--- src/rtl/cfg_ldr_pkg.sv ---
package cfg_ldr_pkg;
  typedef enum logic [3:0] {
    ST_START,
    ST_HOLD,
    ST_WAITST,
    ST_FETCH,
    ST_RECV,
    ST_SEND,
    ST_INIT,
    ST_DONE,
    ST_FAIL
  } ldr_state_e;
endpackage

--- src/rtl/cfg_ldr_addr.sv ---
module cfg_ldr_addr #(
  parameter int          ADDR_W  = 26,
  parameter logic [31:0] FACT_LO = 32'h0002_0000,
  parameter logic [31:0] FACT_HI = 32'h014B_FFFF,
  parameter logic [31:0] USER_LO = 32'h0200_0000,
  parameter logic [31:0] USER_HI = 32'h0349_FFFF
) (
  input  logic              clk,
  input  logic              rst_n,
  input  logic              start,
  input  logic              page,
  input  logic              step,
  output logic [ADDR_W-1:0] addr,
  output logic              last
);
  localparam logic [ADDR_W-1:0] F_FIRST = FACT_LO[ADDR_W-1:0] & ~ADDR_W'(1);
  localparam logic [ADDR_W-1:0] F_LAST  = FACT_HI[ADDR_W-1:0] & ~ADDR_W'(1);
  localparam logic [ADDR_W-1:0] U_FIRST = USER_LO[ADDR_W-1:0] & ~ADDR_W'(1);
  localparam logic [ADDR_W-1:0] U_LAST  = USER_HI[ADDR_W-1:0] & ~ADDR_W'(1);

  logic sel_q;

  always_ff @(posedge clk or negedge rst_n) begin
    if (!rst_n) begin
      sel_q <= 1'b0;
      addr  <= F_FIRST;
    end else if (start) begin
      sel_q <= page;
      addr  <= page ? U_FIRST : F_FIRST;
    end else if (step) begin
      addr  <= addr + ADDR_W'(2);
    end
  end

  assign last = (addr == (sel_q ? U_LAST : F_LAST));
endmodule

--- src/rtl/cfg_ldr_shift.sv ---
module cfg_ldr_shift #(
  parameter int BYTE_W = 8
) (
  input  logic                clk,
  input  logic                rst_n,
  input  logic                clear,
  input  logic                load_word,
  input  logic                load_pulse,
  input  logic [2*BYTE_W-1:0] word,
  output logic [BYTE_W-1:0]   data,
  output logic                dclk,
  output logic                busy
);
  logic [BYTE_W-1:0] hi_q;
  logic              hi_pend;
  logic              phase;

  always_ff @(posedge clk or negedge rst_n) begin
    if (!rst_n) begin
      data <= '0; hi_q <= '0; hi_pend <= 1'b0;
      phase <= 1'b0; dclk <= 1'b0; busy <= 1'b0;
    end else if (clear) begin
      data <= '0; hi_pend <= 1'b0;
      phase <= 1'b0; dclk <= 1'b0; busy <= 1'b0;
    end else if (load_word) begin
      data    <= word[BYTE_W-1:0];
      hi_q    <= word[2*BYTE_W-1:BYTE_W];
      hi_pend <= 1'b1;
      phase   <= 1'b0;
      dclk    <= 1'b0;
      busy    <= 1'b1;
    end else if (load_pulse) begin
      hi_pend <= 1'b0;
      phase   <= 1'b0;
      dclk    <= 1'b0;
      busy    <= 1'b1;
    end else if (busy) begin
      if (!phase) begin
        dclk  <= 1'b1;
        phase <= 1'b1;
      end else begin
        dclk  <= 1'b0;
        phase <= 1'b0;
        if (hi_pend) begin
          data    <= hi_q;
          hi_pend <= 1'b0;
        end else begin
          busy <= 1'b0;
        end
      end
    end
  end
endmodule

--- src/rtl/cfg_ldr_seq.sv ---
module cfg_ldr_seq
  import cfg_ldr_pkg::*;
#(
  parameter int CFG_LOW_CYC = 64,
  parameter int INIT_DCLKS  = 8
) (
  input  logic       clk,
  input  logic       rst_n,
  input  logic       press,
  input  logic       nstatus,
  input  logic       conf_done,
  input  logic       req_ready,
  input  logic       rsp_valid,
  input  logic       shift_busy,
  input  logic       addr_last,
  output ldr_state_e state,
  output logic       start,
  output logic       step,
  output logic       clear,
  output logic       load_word,
  output logic       load_pulse,
  output logic       req_valid,
  output logic       rsp_ready,
  output logic       nconfig,
  output logic       loading,
  output logic       failed
);
  localparam int CNT_W = $clog2(CFG_LOW_CYC + INIT_DCLKS + 2) + 1;
  localparam logic [CNT_W-1:0] LOW_END  = CNT_W'(CFG_LOW_CYC - 1);
  localparam logic [CNT_W-1:0] INIT_END = CNT_W'(INIT_DCLKS);

  ldr_state_e       nxt;
  logic [CNT_W-1:0] cnt_q, cnt_d;

  always_comb begin
    nxt        = state;
    cnt_d      = cnt_q;
    start      = 1'b0;
    step       = 1'b0;
    clear      = 1'b0;
    load_word  = 1'b0;
    load_pulse = 1'b0;
    req_valid  = 1'b0;
    rsp_ready  = 1'b0;
    unique case (state)
      ST_START: begin
        start = 1'b1;
        clear = 1'b1;
        cnt_d = '0;
        nxt   = ST_HOLD;
      end
      ST_HOLD: begin
        cnt_d = cnt_q + CNT_W'(1);
        if (cnt_q >= LOW_END) nxt = ST_WAITST;
      end
      ST_WAITST: if (nstatus) nxt = ST_FETCH;
      ST_FETCH: begin
        req_valid = 1'b1;
        if (!nstatus) nxt = ST_FAIL;
        else if (req_ready) nxt = ST_RECV;
      end
      ST_RECV: begin
        rsp_ready = 1'b1;
        if (!nstatus) nxt = ST_FAIL;
        else if (rsp_valid) begin
          load_word = 1'b1;
          nxt       = ST_SEND;
        end
      end
      ST_SEND: begin
        if (!nstatus) begin
          clear = 1'b1;
          nxt   = ST_FAIL;
        end else if (!shift_busy) begin
          if (conf_done) begin
            cnt_d = '0;
            nxt   = ST_INIT;
          end else if (addr_last) begin
            nxt = ST_FAIL;
          end else begin
            step = 1'b1;
            nxt  = ST_FETCH;
          end
        end
      end
      ST_INIT: begin
        if (!nstatus) begin
          clear = 1'b1;
          nxt   = ST_FAIL;
        end else if (!shift_busy) begin
          if (cnt_q == INIT_END) nxt = ST_DONE;
          else begin
            load_pulse = 1'b1;
            cnt_d      = cnt_q + CNT_W'(1);
          end
        end
      end
      ST_DONE: nxt = ST_DONE;
      ST_FAIL: nxt = ST_FAIL;
      default: nxt = ST_FAIL;
    endcase
    if (press) begin
      nxt        = ST_START;
      clear      = 1'b1;
      load_word  = 1'b0;
      load_pulse = 1'b0;
      step       = 1'b0;
    end
  end

  always_ff @(posedge clk or negedge rst_n) begin
    if (!rst_n) begin
      state <= ST_START;
      cnt_q <= '0;
    end else begin
      state <= nxt;
      cnt_q <= cnt_d;
    end
  end

  assign nconfig = !(state == ST_START || state == ST_HOLD);
  assign loading = !(state == ST_DONE || state == ST_FAIL);
  assign failed  = (state == ST_FAIL);
endmodule

--- src/rtl/cfg_flash_loader.sv ---
module cfg_flash_loader
  import cfg_ldr_pkg::*;
#(
  parameter int          ADDR_W      = 26,
  parameter logic [31:0] FACT_LO     = 32'h0002_0000,
  parameter logic [31:0] FACT_HI     = 32'h014B_FFFF,
  parameter logic [31:0] USER_LO     = 32'h0200_0000,
  parameter logic [31:0] USER_HI     = 32'h0349_FFFF,
  parameter int          CFG_LOW_CYC = 64,
  parameter int          INIT_DCLKS  = 8
) (
  input  logic              clk,
  input  logic              rst_n,
  input  logic              reconfig_n,
  input  logic              page_sel,
  output logic              flash_req_valid,
  input  logic              flash_req_ready,
  output logic [ADDR_W-1:0] flash_req_addr,
  input  logic              flash_rsp_valid,
  output logic              flash_rsp_ready,
  input  logic [15:0]       flash_rsp_data,
  output logic              tgt_nconfig,
  input  logic              tgt_nstatus,
  input  logic              tgt_conf_done,
  output logic [7:0]        tgt_data,
  output logic              tgt_dclk,
  output logic              led_loading,
  output logic              led_done,
  output logic              led_error
);
  logic       btn_q, press;
  logic       start, step, clear, load_word, load_pulse, busy, last;
  ldr_state_e state;

  always_ff @(posedge clk or negedge rst_n) begin
    if (!rst_n) begin
      btn_q    <= 1'b1;
      led_done <= 1'b0;
    end else begin
      btn_q    <= reconfig_n;
      led_done <= tgt_conf_done;
    end
  end

  assign press = btn_q & ~reconfig_n;

  cfg_ldr_seq #(
    .CFG_LOW_CYC(CFG_LOW_CYC),
    .INIT_DCLKS (INIT_DCLKS)
  ) u_seq (
    .clk       (clk),
    .rst_n     (rst_n),
    .press     (press),
    .nstatus   (tgt_nstatus),
    .conf_done (tgt_conf_done),
    .req_ready (flash_req_ready),
    .rsp_valid (flash_rsp_valid),
    .shift_busy(busy),
    .addr_last (last),
    .state     (state),
    .start     (start),
    .step      (step),
    .clear     (clear),
    .load_word (load_word),
    .load_pulse(load_pulse),
    .req_valid (flash_req_valid),
    .rsp_ready (flash_rsp_ready),
    .nconfig   (tgt_nconfig),
    .loading   (led_loading),
    .failed    (led_error)
  );

  cfg_ldr_addr #(
    .ADDR_W (ADDR_W),
    .FACT_LO(FACT_LO),
    .FACT_HI(FACT_HI),
    .USER_LO(USER_LO),
    .USER_HI(USER_HI)
  ) u_addr (
    .clk  (clk),
    .rst_n(rst_n),
    .start(start),
    .page (page_sel),
    .step (step),
    .addr (flash_req_addr),
    .last (last)
  );

  cfg_ldr_shift #(
    .BYTE_W(8)
  ) u_shift (
    .clk       (clk),
    .rst_n     (rst_n),
    .clear     (clear),
    .load_word (load_word),
    .load_pulse(load_pulse),
    .word      (flash_rsp_data),
    .data      (tgt_data),
    .dclk      (tgt_dclk),
    .busy      (busy)
  );
endmodule

--- config.mk ---
export PLATFORM = sky130hd
export DESIGN_NAME = cfg_flash_loader
export DESIGN_NICKNAME = d
export VERILOG_FILES = /design/src/rtl/cfg_ldr_pkg.sv /design/src/rtl/cfg_ldr_addr.sv /design/src/rtl/cfg_ldr_shift.sv /design/src/rtl/cfg_ldr_seq.sv /design/src/rtl/cfg_flash_loader.sv
export SDC_FILE = /design/constraint.sdc
export NUM_CORES = 1
export LEC_CHECK = 0
export CAP_MARGIN = 10
export CORE_UTILIZATION = 35
export CTS_BUF_LIST = sky130_fd_sc_hd__clkbuf_4 sky130_fd_sc_hd__clkbuf_8
export CTS_CLUSTER_DIAMETER = 80
export DETAILED_ROUTE_END_ITERATION = 6
export DONT_BUFFER_PORTS = 1
export RECOVER_POWER = 100
export SLEW_MARGIN = 20
export SYNTH_ARGS = -nofsm -noshare
export SYNTH_HDL_FRONTEND = slang
export SYNTH_HIERARCHICAL = 1
export SYNTH_SLANG_ARGS = --single-unit
--- constraint.sdc ---
create_clock -name clk -period 4.3 [get_ports clk]
set_input_delay 0 -clock clk [delete_from_list [all_inputs] [get_ports clk]]
set_output_delay 0 -clock clk [all_outputs]
set_load 0.02 [all_outputs]
==> summary.md <==
| Metric | Value |
|---|---|
| Status | finished with violations |
| Failing checks | max-capacitance violations, max-slew violations |
| WP buf/inv | 1 |
| Synth top area share | 0.417 |
| Later-pin clock latency in the skew report | 340 ps |
| Drt drc | 0 |
| Synth Warn # | 6 |
| DIE HEIGHT | 101 microns |
| Final-report hold violation count | 0 |
| IO Port Bufs | 0 |
| Slew Viols, Final | 60 |
| TritonCTS clock tree | built |
| Via count | 2800 |
| Vias in the first global route | 2514 |
| Number of synthesized register bits | 59 |
| Slew at the pin closest to its max-slew limit | 3270 ps |
| Slowest cell on crit path | clkbuf_1 |
| Clock Tree Buf Depth | 2 |
| Setup TNS Final | 0 ps |
| Post-Syn Area | 3420 sq um |
| Hold path endpoint | u_seq/state[2] |
| Routed Antenna Nets | 0 |
| Number of max-cap violations | 1 |
| RR Startpoint | u_seq/state[0] |
| CP max stage delay | 970 ps |
| Clk slew on worst S/H paths | 70 ps |
| Clock tree sinks | 59 |
| Clk root buf | clkbuf_8 |
| Most frequent cells in the layout | dfrtp_1 (57), nor2_1 (41), dlygate4sd3_1 (20), a21oi_1 (20), o21ai_0 (17) |
| Final min period | 3530 ps |
| Max Clock Freq | 0.284 GHz |
| Gate count after technology mapping | 354 |
| CP required | 4550 ps |
| Vias/cell | 5.57 |
| Hold-critical path depth | 3 |
| Die area | 10200 sq um |
| # IOs | 65 |
| Leak pwr | 0.00156 uW |
| Crit end category | register |
| Layout area overhead | 12.6% |
| # Post-CTS Setup Buffers | 0 |
| Hold Crit Start | tgt_nstatus |
| Worst-path maximum fanout | 29 |
| First-pass DRT Iterations | 4 |
| CTS buffer count | 9 |
| Crit-path leading delay family | simple AND/OR/NAND/NOR gates |
| # rows | 35 |
| Net count after synthesis | 381 |
| Antenna Cells | 0 |
| Multi-input logic area | 1730 sq um |
| Placed cell area | 3510 sq um |
| GPL Wtd Cong | 0.808 |
| Clock Skews | 7.97 ps |
| Area leader, netlist | dfrtp_1 |
| DR iter-0 viols | 268 |
| CP Data Arrival Time | 3770 ps |
| Reg area | 1480 sq um |
| Die width | 101 microns |
| Ys flop type | dfrtp_1 |
| Hold slack | 47.5 ps |
| WS Path Type | reg -> reg |
| RSZ-0062 raised after global routing | false |
| Most common cell after layout, fill and taps aside | dfrtp_1 |
| Crit path launch type | register |
| Worst flop-to-flop path endpoint | u_addr/addr[23] |
| Routed WL | 8.40 mm |
| Setup-failing EPs final | 0 |
| First-pass GRT wire length | 13.4 mm |
| Cell Pwr Density | 501 nW/um^2 |
| Worst-path cell chain | nor4_1, clkbuf_1, o2111ai_1, or4_1, a21oi_1 |
| FF-to-FF setup slack | 770 ps |
| GR Overflow Total | 0 |
| Layout cell share with drive strength beyond 1 | 0.0829 |
| Area of the core | 9370 sq um |
| Post-synth EDFFs | 0 |
| Tcrit/Tclk final | 0.820 |
| Worst hold path type | in -> reg |
| Initial Utilization | 0.365 |
| Post-synthesis cell type count | 61 |
| Pin count of the biggest net entering global routing | 60 |
| Synthesized area per cell | 9.66 sq um |
| Design area | 3850 sq um |
| R2R cell count | 5 |
| Initial antenna violation count | 0 |
| Ys async rst share | 1.00 |
| Final net count | 396 |
| Sequential area share after synthesis | 0.432 |
| Max_slew headroom | -1.18 |
| Synth top area cells | dfrtp_1 (42%), nor2_1 (4.5%), mux2_4 (3.5%) |
| Avg WL per Cell | 16.7 microns |
| Maximum vdd ir drop | 0.197 mV |
| Total design power | 1930 uW |
| CTS H-tree depth | 3 |
| Final HPWL DP | 5.61 mm |
| Gr usage total | 0.173 |
| Fill count | 941 |
==> sequential cells by signal, summed over array words and instances, names as in the netlist <==
signal,cells
u_shift/data,8
u_shift/phase,1
u_shift/busy,1
u_seq/state,4
led_done,1
u_addr/addr,25
u_addr/sel_q,1
btn_q,1
u_shift/hi_pend,1
u_shift/hi_q,8
u_seq/cnt_q,8
==> power breakdown <==
group | switching [uW] | total [uW] | internal, uW
Clock | 241 | 512 | 271
Combinational | 403 | 633 | 230
Sequential | 148 | 785 | 637
Total | 793 | 1930 | 1140
==> final cells by class <==
class                   count  area share
clock buffers               9      0.0322
clock inverters             7      0.0198
inverters                  10     0.00975
multi-input cells         262       0.450
flip-flops and latches     59       0.384
well taps                 129      0.0419
repair buffers             27      0.0617
==> through the flow <==
step / setup WS, ps / utilization / cells
after floorplan: 1570 / - / 354
final: 774 / 0.411 / 503
after CTS: 1030 / 0.420 / 503
after global routing: 419 / 0.411 / 503
after detailed placement: 1040 / 0.374 / 466
after global placement: 1150 / 0.374 / 466
==> metal layers <==
layer  share of wire  global-route usage  vias to the layer above  routed length (microns)
met3           0.068              0.0576                       11                      570
met1            0.44               0.224                     1383                     3680
met5               0                   0                        -                        0
met2            0.48               0.261                       68                     4020
met4           0.015              0.0769                        0                      129
li1                -                   -                     1338                        -
==> synthesized netlist by cell type, types with 4 or more instances <==
cell type,count
or4_1,8
o21ai_0,17
nand4_1,9
nand3_1,12
xor2_1,4
clkbuf_1,6
mux2_1,8
nand2b_1,4
a21oi_1,20
mux2_4,8
nand3b_1,4
nor4b_1,7
mux2i_1,10
and4_1,4
nor3_1,9
and3_1,6
nor2_1,41
xnor2_1,7
nor4_1,6
dfrtp_1,57
nor2b_1,5
buf_2,9
nand2_1,16
a31oi_1,5
o31ai_1,11
inv_1,10
==> cells by family (layout without fill, tap and decap cells) <==
logic type               Yosys count  count (layout)  synth area share
AND/OR/NAND/NOR                  150             150             0.253
other                              1               1           0.00110
flip-flops                        59              59             0.432
AO/OA/AOI/OAI                     69              69             0.126
XOR/XNOR                          11              11            0.0282
adder cells (fa/ha/maj)            3               3            0.0110
multiplexers                      28              28            0.0973
buffers and inverters             33              53            0.0512
==> how the worst max path moves through the flow <==
stage	cells after the start	slack [ps]	end	from
2_1_floorplan	12	1570	u_addr/addr[24]	u_addr/addr[17]
3_3_place_gp	8	1150	u_addr/addr[21]	u_addr/addr[17]
3_5_place_dp	8	1040	u_addr/addr[21]	u_addr/addr[17]
4_1_cts	8	1030	u_addr/addr[21]	u_addr/addr[17]
5_1_grt	5	420	u_addr/addr[21]	u_seq/state[0]
6_report	5	770	u_addr/addr[23]	u_seq/state[0]
==> tightest hold or removal path: cells and delay by family <==
| kind | cells | cell delay (ps) |
|---|---|---|
| muxes | 1 | 160 |
| and+or+nand+nor | 1 | 120 |
| AOI/OAI and AO/OA | 1 | 60 |
==> repair_timing <==
action	4_1_cts	5_1_grt
endpoints found under the setup margin	0	0
hold endpoints to repair	81	0
hold buffers	21	0
gates resized for setup	0	0
(Power assumes the default switching activity.)
